### src/rtl/bb_pkg.sv
package bb_pkg;
    localparam int unsigned BB_AW = 32;
    localparam int unsigned BB_DW = 32;
    localparam int unsigned BB_BIT_W = $clog2(BB_DW);

    typedef enum logic [2:0] {
        ST_IDLE,
        ST_PASS,
        ST_ALIAS_RD,
        ST_ALIAS_WR,
        ST_DONE
    } bb_state_e;

    typedef struct packed {
        bb_state_e            st;
        logic                 is_alias;
        logic                 we;
        logic [BB_AW-1:0]     addr;
        logic [BB_DW-1:0]     wdata;
        logic [BB_BIT_W-1:0]  bitpos;
        logic [BB_DW-1:0]     rdata;
    } bb_regs_t;
endpackage

### src/rtl/bb_alias_decode.sv
module bb_alias_decode #(
    parameter int unsigned AW       = 32,
    parameter int unsigned DW       = 32,
    parameter int unsigned NWIN     = 2,
    parameter int unsigned SPAN_W   = 25,
    parameter logic [NWIN*AW-1:0] ALIAS_BASES  = {32'h4200_0000, 32'h2200_0000},
    parameter logic [NWIN*AW-1:0] REGION_BASES = {32'h4000_0000, 32'h2000_0000}
) (
    input  logic [AW-1:0]          addr,
    output logic                   hit,
    output logic [AW-1:0]          word_addr,
    output logic [$clog2(DW)-1:0]  bitpos
);
    localparam int unsigned BIT_W    = $clog2(DW);
    localparam int unsigned LANE_LSB = $clog2(DW / 8);
    localparam int unsigned OFF_W    = SPAN_W - BIT_W;
    localparam int unsigned TAG_W    = AW - SPAN_W;

    logic [NWIN-1:0]   hit_w;
    logic [AW-1:0]     word_w [NWIN];
    logic [OFF_W-1:0]  word_off;

    // aligned byte offset of the containing word inside the bit region
    assign word_off = {addr[SPAN_W-1:LANE_LSB+BIT_W], {LANE_LSB{1'b0}}};
    // position = 8*(byte offset mod bytes-per-word) + bit index
    assign bitpos   = addr[LANE_LSB+BIT_W-1:LANE_LSB];

    for (genvar w = 0; w < NWIN; w++) begin : g_win
        assign hit_w[w]  = (addr[AW-1:SPAN_W] == ALIAS_BASES[w*AW+SPAN_W +: TAG_W]);
        assign word_w[w] = REGION_BASES[w*AW +: AW] + AW'(word_off);
    end

    always_comb begin
        hit       = 1'b0;
        word_addr = '0;
        for (int w = NWIN - 1; w >= 0; w--) begin
            if (hit_w[w]) begin
                hit       = 1'b1;
                word_addr = word_w[w];
            end
        end
    end
endmodule

### src/rtl/bb_bit_op.sv
module bb_bit_op #(
    parameter int unsigned DW = 32
) (
    input  logic [DW-1:0]          word_in,
    input  logic [$clog2(DW)-1:0]  bitpos,
    input  logic                   new_val,
    output logic [DW-1:0]          word_out,
    output logic                   bit_out
);
    logic [DW-1:0] sel_mask;

    assign sel_mask = DW'(1) << bitpos;
    assign word_out = (word_in & ~sel_mask) | (new_val ? sel_mask : '0);
    assign bit_out  = word_in[bitpos];
endmodule

### src/rtl/bitband_bridge.sv
module bitband_bridge
    import bb_pkg::*;
(
    input  logic              clk,
    input  logic              rst_n,
    input  logic              m_req,
    input  logic [BB_AW-1:0]  m_addr,
    input  logic              m_we,
    input  logic [BB_DW-1:0]  m_wdata,
    output logic              m_ready,
    output logic [BB_DW-1:0]  m_rdata,
    output logic              s_req,
    output logic [BB_AW-1:0]  s_addr,
    output logic              s_we,
    output logic [BB_DW-1:0]  s_wdata,
    output logic              s_lock,
    input  logic              s_ready,
    input  logic [BB_DW-1:0]  s_rdata
);
    bb_regs_t r_d, r_q;

    logic                 dec_hit;
    logic [BB_AW-1:0]     dec_word;
    logic [BB_BIT_W-1:0]  dec_bitpos;
    logic [BB_DW-1:0]     merged;
    logic                 picked;

    bb_alias_decode #(
        .AW(BB_AW),
        .DW(BB_DW)
    ) u_dec (
        .addr      (m_addr),
        .hit       (dec_hit),
        .word_addr (dec_word),
        .bitpos    (dec_bitpos)
    );

    bb_bit_op #(
        .DW(BB_DW)
    ) u_bit (
        .word_in  (s_rdata),
        .bitpos   (r_q.bitpos),
        .new_val  (r_q.wdata[0]),
        .word_out (merged),
        .bit_out  (picked)
    );

    always_comb begin
        r_d = r_q;
        unique case (r_q.st)
            ST_IDLE: begin
                if (m_req) begin
                    r_d.we       = m_we;
                    r_d.wdata    = m_wdata;
                    r_d.is_alias = dec_hit;
                    r_d.bitpos   = dec_bitpos;
                    r_d.addr     = dec_hit ? dec_word : m_addr;
                    r_d.st       = dec_hit ? ST_ALIAS_RD : ST_PASS;
                end
            end
            ST_PASS: begin
                if (s_ready) begin
                    r_d.rdata = r_q.we ? '0 : s_rdata;
                    r_d.st    = ST_DONE;
                end
            end
            ST_ALIAS_RD: begin
                if (s_ready) begin
                    if (r_q.we) begin
                        r_d.wdata = merged;
                        r_d.st    = ST_ALIAS_WR;
                    end else begin
                        r_d.rdata = {{(BB_DW-1){1'b0}}, picked};
                        r_d.st    = ST_DONE;
                    end
                end
            end
            ST_ALIAS_WR: begin
                if (s_ready) begin
                    r_d.rdata = '0;
                    r_d.st    = ST_DONE;
                end
            end
            ST_DONE: r_d.st = ST_IDLE;
            default: r_d.st = ST_IDLE;
        endcase
    end

    always_ff @(posedge clk or negedge rst_n) begin
        if (!rst_n) begin
            r_q <= '{st: ST_IDLE, default: '0};
        end else begin
            r_q <= r_d;
        end
    end

    assign s_req   = (r_q.st == ST_PASS) || (r_q.st == ST_ALIAS_RD) || (r_q.st == ST_ALIAS_WR);
    assign s_we    = (r_q.st == ST_PASS) ? r_q.we : (r_q.st == ST_ALIAS_WR);
    assign s_addr  = r_q.addr;
    assign s_wdata = r_q.wdata;
    assign s_lock  = (r_q.st == ST_ALIAS_RD) || (r_q.st == ST_ALIAS_WR);
    assign m_ready = (r_q.st == ST_DONE);
    assign m_rdata = r_q.rdata;

    // lock carries straight from the read into the write-back
    p_lock_into_write_r8: assert property (@(posedge clk) disable iff (!rst_n)
        (s_lock && !s_we && s_ready && r_q.we) |=> (s_lock && s_req && s_we));

    // master only released once the write-back is acknowledged
    p_ready_after_wb_r8: assert property (@(posedge clk) disable iff (!rst_n)
        (s_lock && s_we && s_ready) |=> m_ready);

    // alias load answers with a single bit
    p_alias_rd_narrow_r7: assert property (@(posedge clk) disable iff (!rst_n)
        (m_ready && r_q.is_alias && !r_q.we) |-> (m_rdata[BB_DW-1:1] == '0));

    // forwarded traffic never locks the bus
    p_pass_unlocked_r1: assert property (@(posedge clk) disable iff (!rst_n)
        (s_req && !r_q.is_alias) |-> !s_lock);

    // slave-side request held steady while waiting
    p_req_stable_r1: assert property (@(posedge clk) disable iff (!rst_n)
        (s_req && !s_ready) |=> (s_req && $stable(s_addr) && $stable(s_we)));
endmodule

### config.mk
export PLATFORM = sky130hd
export DESIGN_NAME = bitband_bridge
export DESIGN_NICKNAME = d
export VERILOG_FILES = /design/src/rtl/bb_pkg.sv /design/src/rtl/bb_alias_decode.sv /design/src/rtl/bb_bit_op.sv /design/src/rtl/bitband_bridge.sv
export SDC_FILE = /design/constraint.sdc
export NUM_CORES = 1
export LEC_CHECK = 0
export ABC_AREA = 1
export BUFFER_PORTS_ARGS = -buffer_cell sky130_fd_sc_hd__buf_2
export CORE_UTILIZATION = 55
export CTS_BUF_LIST = sky130_fd_sc_hd__clkbuf_4 sky130_fd_sc_hd__clkbuf_8 sky130_fd_sc_hd__clkbuf_16
export DETAILED_ROUTE_END_ITERATION = 8
export GPL_TIMING_DRIVEN = 1
export PLACE_DENSITY = 0.95
export SYNTH_ARGS = -nofsm -noshare
export SYNTH_HDL_FRONTEND = slang
export SYNTH_SLANG_ARGS = --single-unit
### constraint.sdc
create_clock -name clk -period 2.5 [get_ports clk]
set_input_delay 0.25 -clock clk [delete_from_list [all_inputs] [get_ports clk]]
set_output_delay 0.25 -clock clk [all_outputs]
set_load 0.02 [all_outputs]
==> results.json, run 1 <==
{
  "grt_start_max_net_pins": 70,
  "outcome": "finished clean",
  "start_util": 0.573,
  "synth_top_area_frac": 0.440,
  "crit_arrival_ps": 2340,
  "hold_ws_ps": 82.5,
  "seq_area_um2": 2630,
  "grt_pass1_vias": 5163,
  "clock_sinks": 105,
  "cp-end-kind": "register",
  "pre_cts_ws_ps": 542,
  "reg2regPathDepth": 6,
  "hp-class": "in2reg",
  "cts_max_path_buffers": 2,
  "antenna_found_initial": 0,
  "drt_iter0_drc": 490,
  "layout.cells.most_common_list": "buf_2, nand2_1, dfrtp_1",
  "final.setup.tns_ps": 0,
  "timing_worst_setup_path_type": "reg2reg",
  "start_kind": "register",
  "fin_nets": 953,
  "syn_avg_cell_area_um2": 7.81,
  "hold_violations": 0,
  "clockRootBuffer": "clkbuf_8",
  "finalNonFillerCells": 993,
  "clk-insertion-delay-late_ps": 370,
  "rsz0062_at_grt": "no",
  "multiInputGateArea_um2": 2210,
  "dr.pass1.iters": 5,
  "required_ps": 2790,
  "htreeDepth": 3,
  "syn-cell-area_um2": 5970,
  "r2r-start": "r_q[35]$_DFFE_PN0P_",
  "fin_skew_ps": 17.4,
  "grt.total_usage": 0.292,
  "synthTopCellsByArea": "dfrtp_1, buf_4, nand2_1",
  "hp-start": "m_we",
  "maxSlewHeadroom": 0.497,
  "drive_gt1_frac": 0.287,
  "wl_per_cell_um": 16.6,
  "cts_made_buffers": 9,
  "yosysWarnings": 0,
  "ant_nets": 0,
  "placed_cells": 976,
  "period_needed_ps": 2050,
  "fp.dieH_um": 106,
  "cap_violations": 0,
  "vdd_drop_max_v": 0.000769,
  "setup.worst_path.start": "r_q[35]$_DFFE_PN0P_",
  "ys_types": 25,
  "slew_viol_final": 0,
  "p_leak_nw": 3.40,
  "finalPower_mw": 8.20,
  "gp_congestion": 0.900,
  "worstHoldPathCells": 3,
  "min_to": "r_q[101]$_DFFE_PN0P_",
  "power.density_nw_per_um2": 1250,
  "finalSetupViolations": 0,
  "area_delta_synth_final_pct": 10.2,
  "period_share": 0.818,
  "setup_slack_ps": 454,
  "grt_pass1_wl_um": 25600,
  "path_clk_slew_ps": 110,
  "yosysSeqAreaShare": 0.440,
  "numPortBuffers": 200,
  "synth-seq-cells": 105,
  "overflow": 0,
  "drc": 0,
  "design.core.area_um2": 10400,
  "timing.rr.end": "s_wdata[14]$_DFFE_PN0P_",
  "rrSetupSlack_ps": 450,
  "dp_hpwl_um": 12400,
  "synth_largest_area_cell": "dfrtp_1",
  "synth_nets": 865,
  "drt-total-wl_um": 16500,
  "ios": 201,
  "worst_pin_slew_ps": 755,
  "n_antenna_cell": 0,
  "viasPerCell": 5.55,
  "vias": 5510,
  "cts_tree": "yes",
  "timing.fmax_ghz": 0.489,
  "fillerInstances": 925,
  "dieArea_um2": 11300,
  "cp_max_fo": 16,
  "dieWidth_um": 106,
  "final_common_cell": "buf_2",
  "rows": 37,
  "syn-instance-count": 764
}
==> metal layers <==
metal  wire length, µm  GRT usage  part of all wire  vias up
li1                  -          -                 -     2594
met1              6830      0.387              0.41     2605
met2              7860      0.484              0.48      293
met3              1580     0.0668             0.096       18
met4               183     0.0694             0.011        0
met5                 0          0                 0        -
==> worst max path at each step <==
| stage | slack (ps) | cells past startpoint | end |
|---|---|---|---|
| floorplan | 960 | 7 | m_rdata[10]$_DFFE_PN0P_ |
| global placement | 570 | 6 | s_wdata[14]$_DFFE_PN0P_ |
| detailed placement | 540 | 6 | s_wdata[14]$_DFFE_PN0P_ |
| CTS | 510 | 6 | s_wdata[14]$_DFFE_PN0P_ |
| global route | 210 | 6 | s_wdata[14]$_DFFE_PN0P_ |
| finish | 450 | 6 | s_wdata[14]$_DFFE_PN0P_ |
==> state kept, by name, summed over array words and instances, names as in the netlist, named ones only <==
name and cells:
r_q 9, s_wdata 31, m_rdata 32, s_addr 32
==> cells by family (layout without fill, tap and decap cells) <==
| kind of cell | Yosys count | after routing | share of synthesized area |
|---|---|---|---|
| AND/OR/NAND/NOR | 260 | 260 | 0.186 |
| buffers and inverters | 197 | 290 | 0.190 |
| AO/OA/AOI/OAI | 202 | 202 | 0.184 |
| flip-flops | 105 | 105 | 0.440 |
==> power by group <==
| part | switching (mW) | internal (mW) |
|---|---|---|
| combinational | 2.76 | 1.28 |
| sequential | 0.554 | 2.45 |
| clock | 0.658 | 0.494 |
| total | 3.97 | 4.22 |
==> synthesized netlist by cell type <==
library cell / number
a21oi_1: 85
a22o_1: 7
buf_2: 14
buf_4: 98
buf_6: 1
clkbuf_1: 21
dfrtp_1: 105
inv_1: 55
inv_2: 8
nand2_1: 155
nand2_2: 2
nand3_1: 28
nand3_2: 1
nand4_1: 17
nor2_1: 46
nor2_2: 3
nor2_4: 3
nor3_1: 3
nor3_2: 2
o211ai_1: 6
o21ai_0: 76
o21ai_1: 15
o221ai_1: 5
o22ai_2: 1
o31ai_1: 7
==> critical path, cell delays in order, from the launching register on <==
cell	delay, ps
dfrtp_1	680
inv_1	410
nor3_1	340
nand2_1	100
a21oi_1	140
o21ai_0	120
a21oi_1	180
==> through the flow <==
stage,area [µm²],utilization
finish,6570,0.631
global route,6570,0.631
CTS,6570,0.631
detailed placement,6340,0.609
global placement,6340,0.609
floorplan,5970,-
==> layout make-up <==
type,count,area share
Clock buffer,9,0.0188
Clock inverter,7,0.0145
Inverter,63,0.0360
Multi-Input combinational cell,462,0.336
Sequential cell,105,0.400
Tap cell,136,0.0259
Timing Repair Buffer,211,0.169
==> what timing repair did <==
item	4_1_cts	5_1_grt
hold buffers	1	0
endpoints found under the hold margin	36	0
buffers inserted	0	0
gates resized for setup	0	0
Power figures use the tool's default switching activity.
==> run 2, diff against run 1 <==
--- a/config.mk
+++ b/config.mk
@@ -7,11 +7,11 @@
 export LEC_CHECK = 0
 export ABC_AREA = 1
 export BUFFER_PORTS_ARGS = -buffer_cell sky130_fd_sc_hd__buf_2
-export CORE_UTILIZATION = 55
+export CORE_UTILIZATION = 46
 export CTS_BUF_LIST = sky130_fd_sc_hd__clkbuf_4 sky130_fd_sc_hd__clkbuf_8 sky130_fd_sc_hd__clkbuf_16
 export DETAILED_ROUTE_END_ITERATION = 8
 export GPL_TIMING_DRIVEN = 1
-export PLACE_DENSITY = 0.95
+export PLACE_DENSITY = 0.86
 export SYNTH_ARGS = -nofsm -noshare
 export SYNTH_HDL_FRONTEND = slang
 export SYNTH_SLANG_ARGS = --single-unit
==> constraint.sdc (replaced) <==
create_clock -name clk -period 1.8 [get_ports clk]
set_input_delay 0.18 -clock clk [delete_from_list [all_inputs] [get_ports clk]]
set_output_delay 0.18 -clock clk [all_outputs]
set_load 0.02 [all_outputs]
==> results.json, run 2 (synthesis results as in run 1) <==
{
  "p_int_mw": 6.65,
  "drive_gt1_frac": 0.301,
  "clockRootBuffer": "clkbuf_16",
  "hp-class": "in2reg",
  "clk-insertion-delay-late_ps": 350,
  "layout.cells.most_common_list": "buf_2, nand2_1, dfrtp_1",
  "cts_made_buffers": 9,
  "fin_skew_ps": 7.72,
  "timing.rr.end": "s_wdata[9]$_DFFE_PN0P_",
  "p_leak_nw": 3.52,
  "cpPeakStageDelay_ps": 420,
  "design.core.area_um2": 12600,
  "r2r-start": "r_q[104]$_DFFE_PN0P_",
  "ant_nets": 0,
  "dieArea_um2": 13400,
  "htreeDepth": 3,
  "timing_worst_setup_path_type": "reg2reg",
  "rows": 41,
  "viasPerCell": 5.27,
  "grt_pass1_vias": 5187,
  "cts_tree": "yes",
  "clock_sinks": 105,
  "fillerInstances": 1204,
  "start_util": 0.473,
  "fin_nets": 969,
  "final.setup.tns_ps": 0,
  "period_needed_ps": 1630,
  "reg2regPathDepth": 9,
  "required_ps": 2080,
  "final_common_cell": "buf_2",
  "slew_viol_final": 0,
  "vdd_drop_max_v": 0.000849,
  "fp.dieH_um": 116,
  "pwr-share-clk": 0.177,
  "outcome": "finished clean",
  "vias": 5510,
  "power.density_nw_per_um2": 1770,
  "grt.total_usage": 0.258,
  "dieWidth_um": 116,
  "power.switching_mw": 5.45,
  "cp_max_fo": 21,
  "drt-total-wl_um": 16600,
  "timing.fmax_ghz": 0.615,
  "swShare": 0.450,
  "finalSetupViolations": 0,
  "worstHoldPathCells": 3,
  "cts_max_path_buffers": 2,
  "crit_arrival_ps": 1900,
  "maxSlewHeadroom": 0.681,
  "drc": 0,
  "hold_violations": 0,
  "antenna_found_initial": 0,
  "start_kind": "register",
  "setup_slack_ps": 175,
  "grt_pass1_wl_um": 26200,
  "area_delta_synth_final_pct": 14.7,
  "grt_start_max_net_pins": 58,
  "cp_slowest_cell": "dfrtp_1",
  "overflow": 0,
  "hp-start": "m_addr[26]",
  "cap_violations": 0,
  "period_share": 0.903,
  "min_to": "s_addr[26]$_DFFE_PN0P_",
  "cp_cell_sequence": "inv_2 -> nor2_4 -> nand2_2 -> buf_6 -> nand2_1 -> inv_1 -> buf_4 -> a21oi_1 -> a21oi_1",
  "cp-end-kind": "register",
  "gp_congestion": 0.951,
  "p_seq_frac": 0.337,
  "power.share.combinational": 0.486,
  "drt_iter0_drc": 495,
  "path_clk_slew_ps": 70,
  "dp_hpwl_um": 12700,
  "ios": 201,
  "cp_common_cell": "a21oi_1",
  "hold_ws_ps": 39.3,
  "worst_pin_slew_ps": 477,
  "n_antenna_cell": 0,
  "pre_cts_ws_ps": 138,
  "rsz0062_at_grt": "no",
  "rrSetupSlack_ps": 170,
  "wl_per_cell_um": 15.9,
  "numPortBuffers": 200,
  "dr.pass1.iters": 5
}
## run 2: cell types whose count changed in the layout (fill, tap and decap cells not counted), sizes merged
| cell | change |
|---|---|
| buf | +16 |
| inv | -4 |
| clkbuf | +2 |
| bufinv | +1 |
| clkinvlp | +1 |
## run 2: worst max path at each step
stage	slack, ps	cells past startpoint	endpoint	start
6_report	170	9	s_wdata[9]$_DFFE_PN0P_	r_q[104]$_DFFE_PN0P_
3_3_place_gp	200	9	s_wdata[14]$_DFFE_PN0P_	r_q[104]$_DFFE_PN0P_
3_5_place_dp	140	9	s_wdata[29]$_DFFE_PN0P_	r_q[104]$_DFFE_PN0P_
2_1_floorplan	260	7	m_rdata[10]$_DFFE_PN0P_	r_q[105]$_DFFE_PN0P_
4_1_cts	120	9	s_wdata[29]$_DFFE_PN0P_	r_q[104]$_DFFE_PN0P_
5_1_grt	20	9	s_wdata[17]$_DFFE_PN0P_	r_q[104]$_DFFE_PN0P_
## run 2: cell type report
| type | instances | area, µm² | area share |
|---|---|---|---|
| Inverter | 63 | 245 | 0.0358 |
| Clock inverter | 5 | 78.8 | 0.0115 |
| Sequential cell | 105 | 2630 | 0.384 |
| Tap cell | 172 | 215 | 0.0314 |
| Multi-Input combinational cell | 462 | 2210 | 0.322 |
| Timing Repair Buffer | 227 | 1220 | 0.179 |
| Clock buffer | 11 | 246 | 0.0360 |
## run 2: timing repair
item | 4_1_cts | 5_1_grt
hold buffers | 1 | 0
setup endpoints to repair | 0 | 24
resized for setup | 0 | 6
buffers inserted | 0 | 0
hold endpoints to repair | 28 | 0
## run 2: critical path: cells and delay by family, from the launching register on
kind,cells,cell delay [ps]
DFF,1,420
buffers and inverters,4,670
AOI/OAI and AO/OA,2,250
and+or+nand+nor,3,210
## run 2: power by group through the flow
| stage | Combinational [mW] | Sequential (mW) | Clock [mW] |
|---|---|---|---|
| 3_3_place_gp | 5.73 | 4.08 | 0 |
| 6_report | 5.87 | 4.08 | 2.14 |
| 5_1_grt | 6.52 | 4.20 | 2.27 |
| 2_1_floorplan | 5.31 | 3.90 | 0 |
| 4_1_cts | 5.87 | 4.06 | 2.18 |
| 3_5_place_dp | 5.87 | 4.07 | 0 |
## run 2: metal layers
metal | vias to the layer above | routed length, µm | global-route usage | part of all wire
met4 | 0 | 396 | 0.106 | 0.024
met3 | 27 | 1490 | 0.0539 | 0.090
met2 | 304 | 7670 | 0.416 | 0.46
li1 | 2633 | - | - | -
met1 | 2546 | 7040 | 0.339 | 0.42
met5 | - | 0 | 0 | 0
## run 2: per-stage QoR
stage / utilization / instance area, µm² / power (mW) / instances
2_1_floorplan: - / 5970 / 9.22 / 764
3_3_place_gp: 0.515 / 6500 / 9.82 / 1028
3_5_place_dp: 0.515 / 6500 / 9.94 / 1028
4_1_cts: 0.541 / 6830 / 12.1 / 1045
5_1_grt: 0.542 / 6850 / 13.0 / 1045
6_report: 0.542 / 6850 / 12.1 / 1045
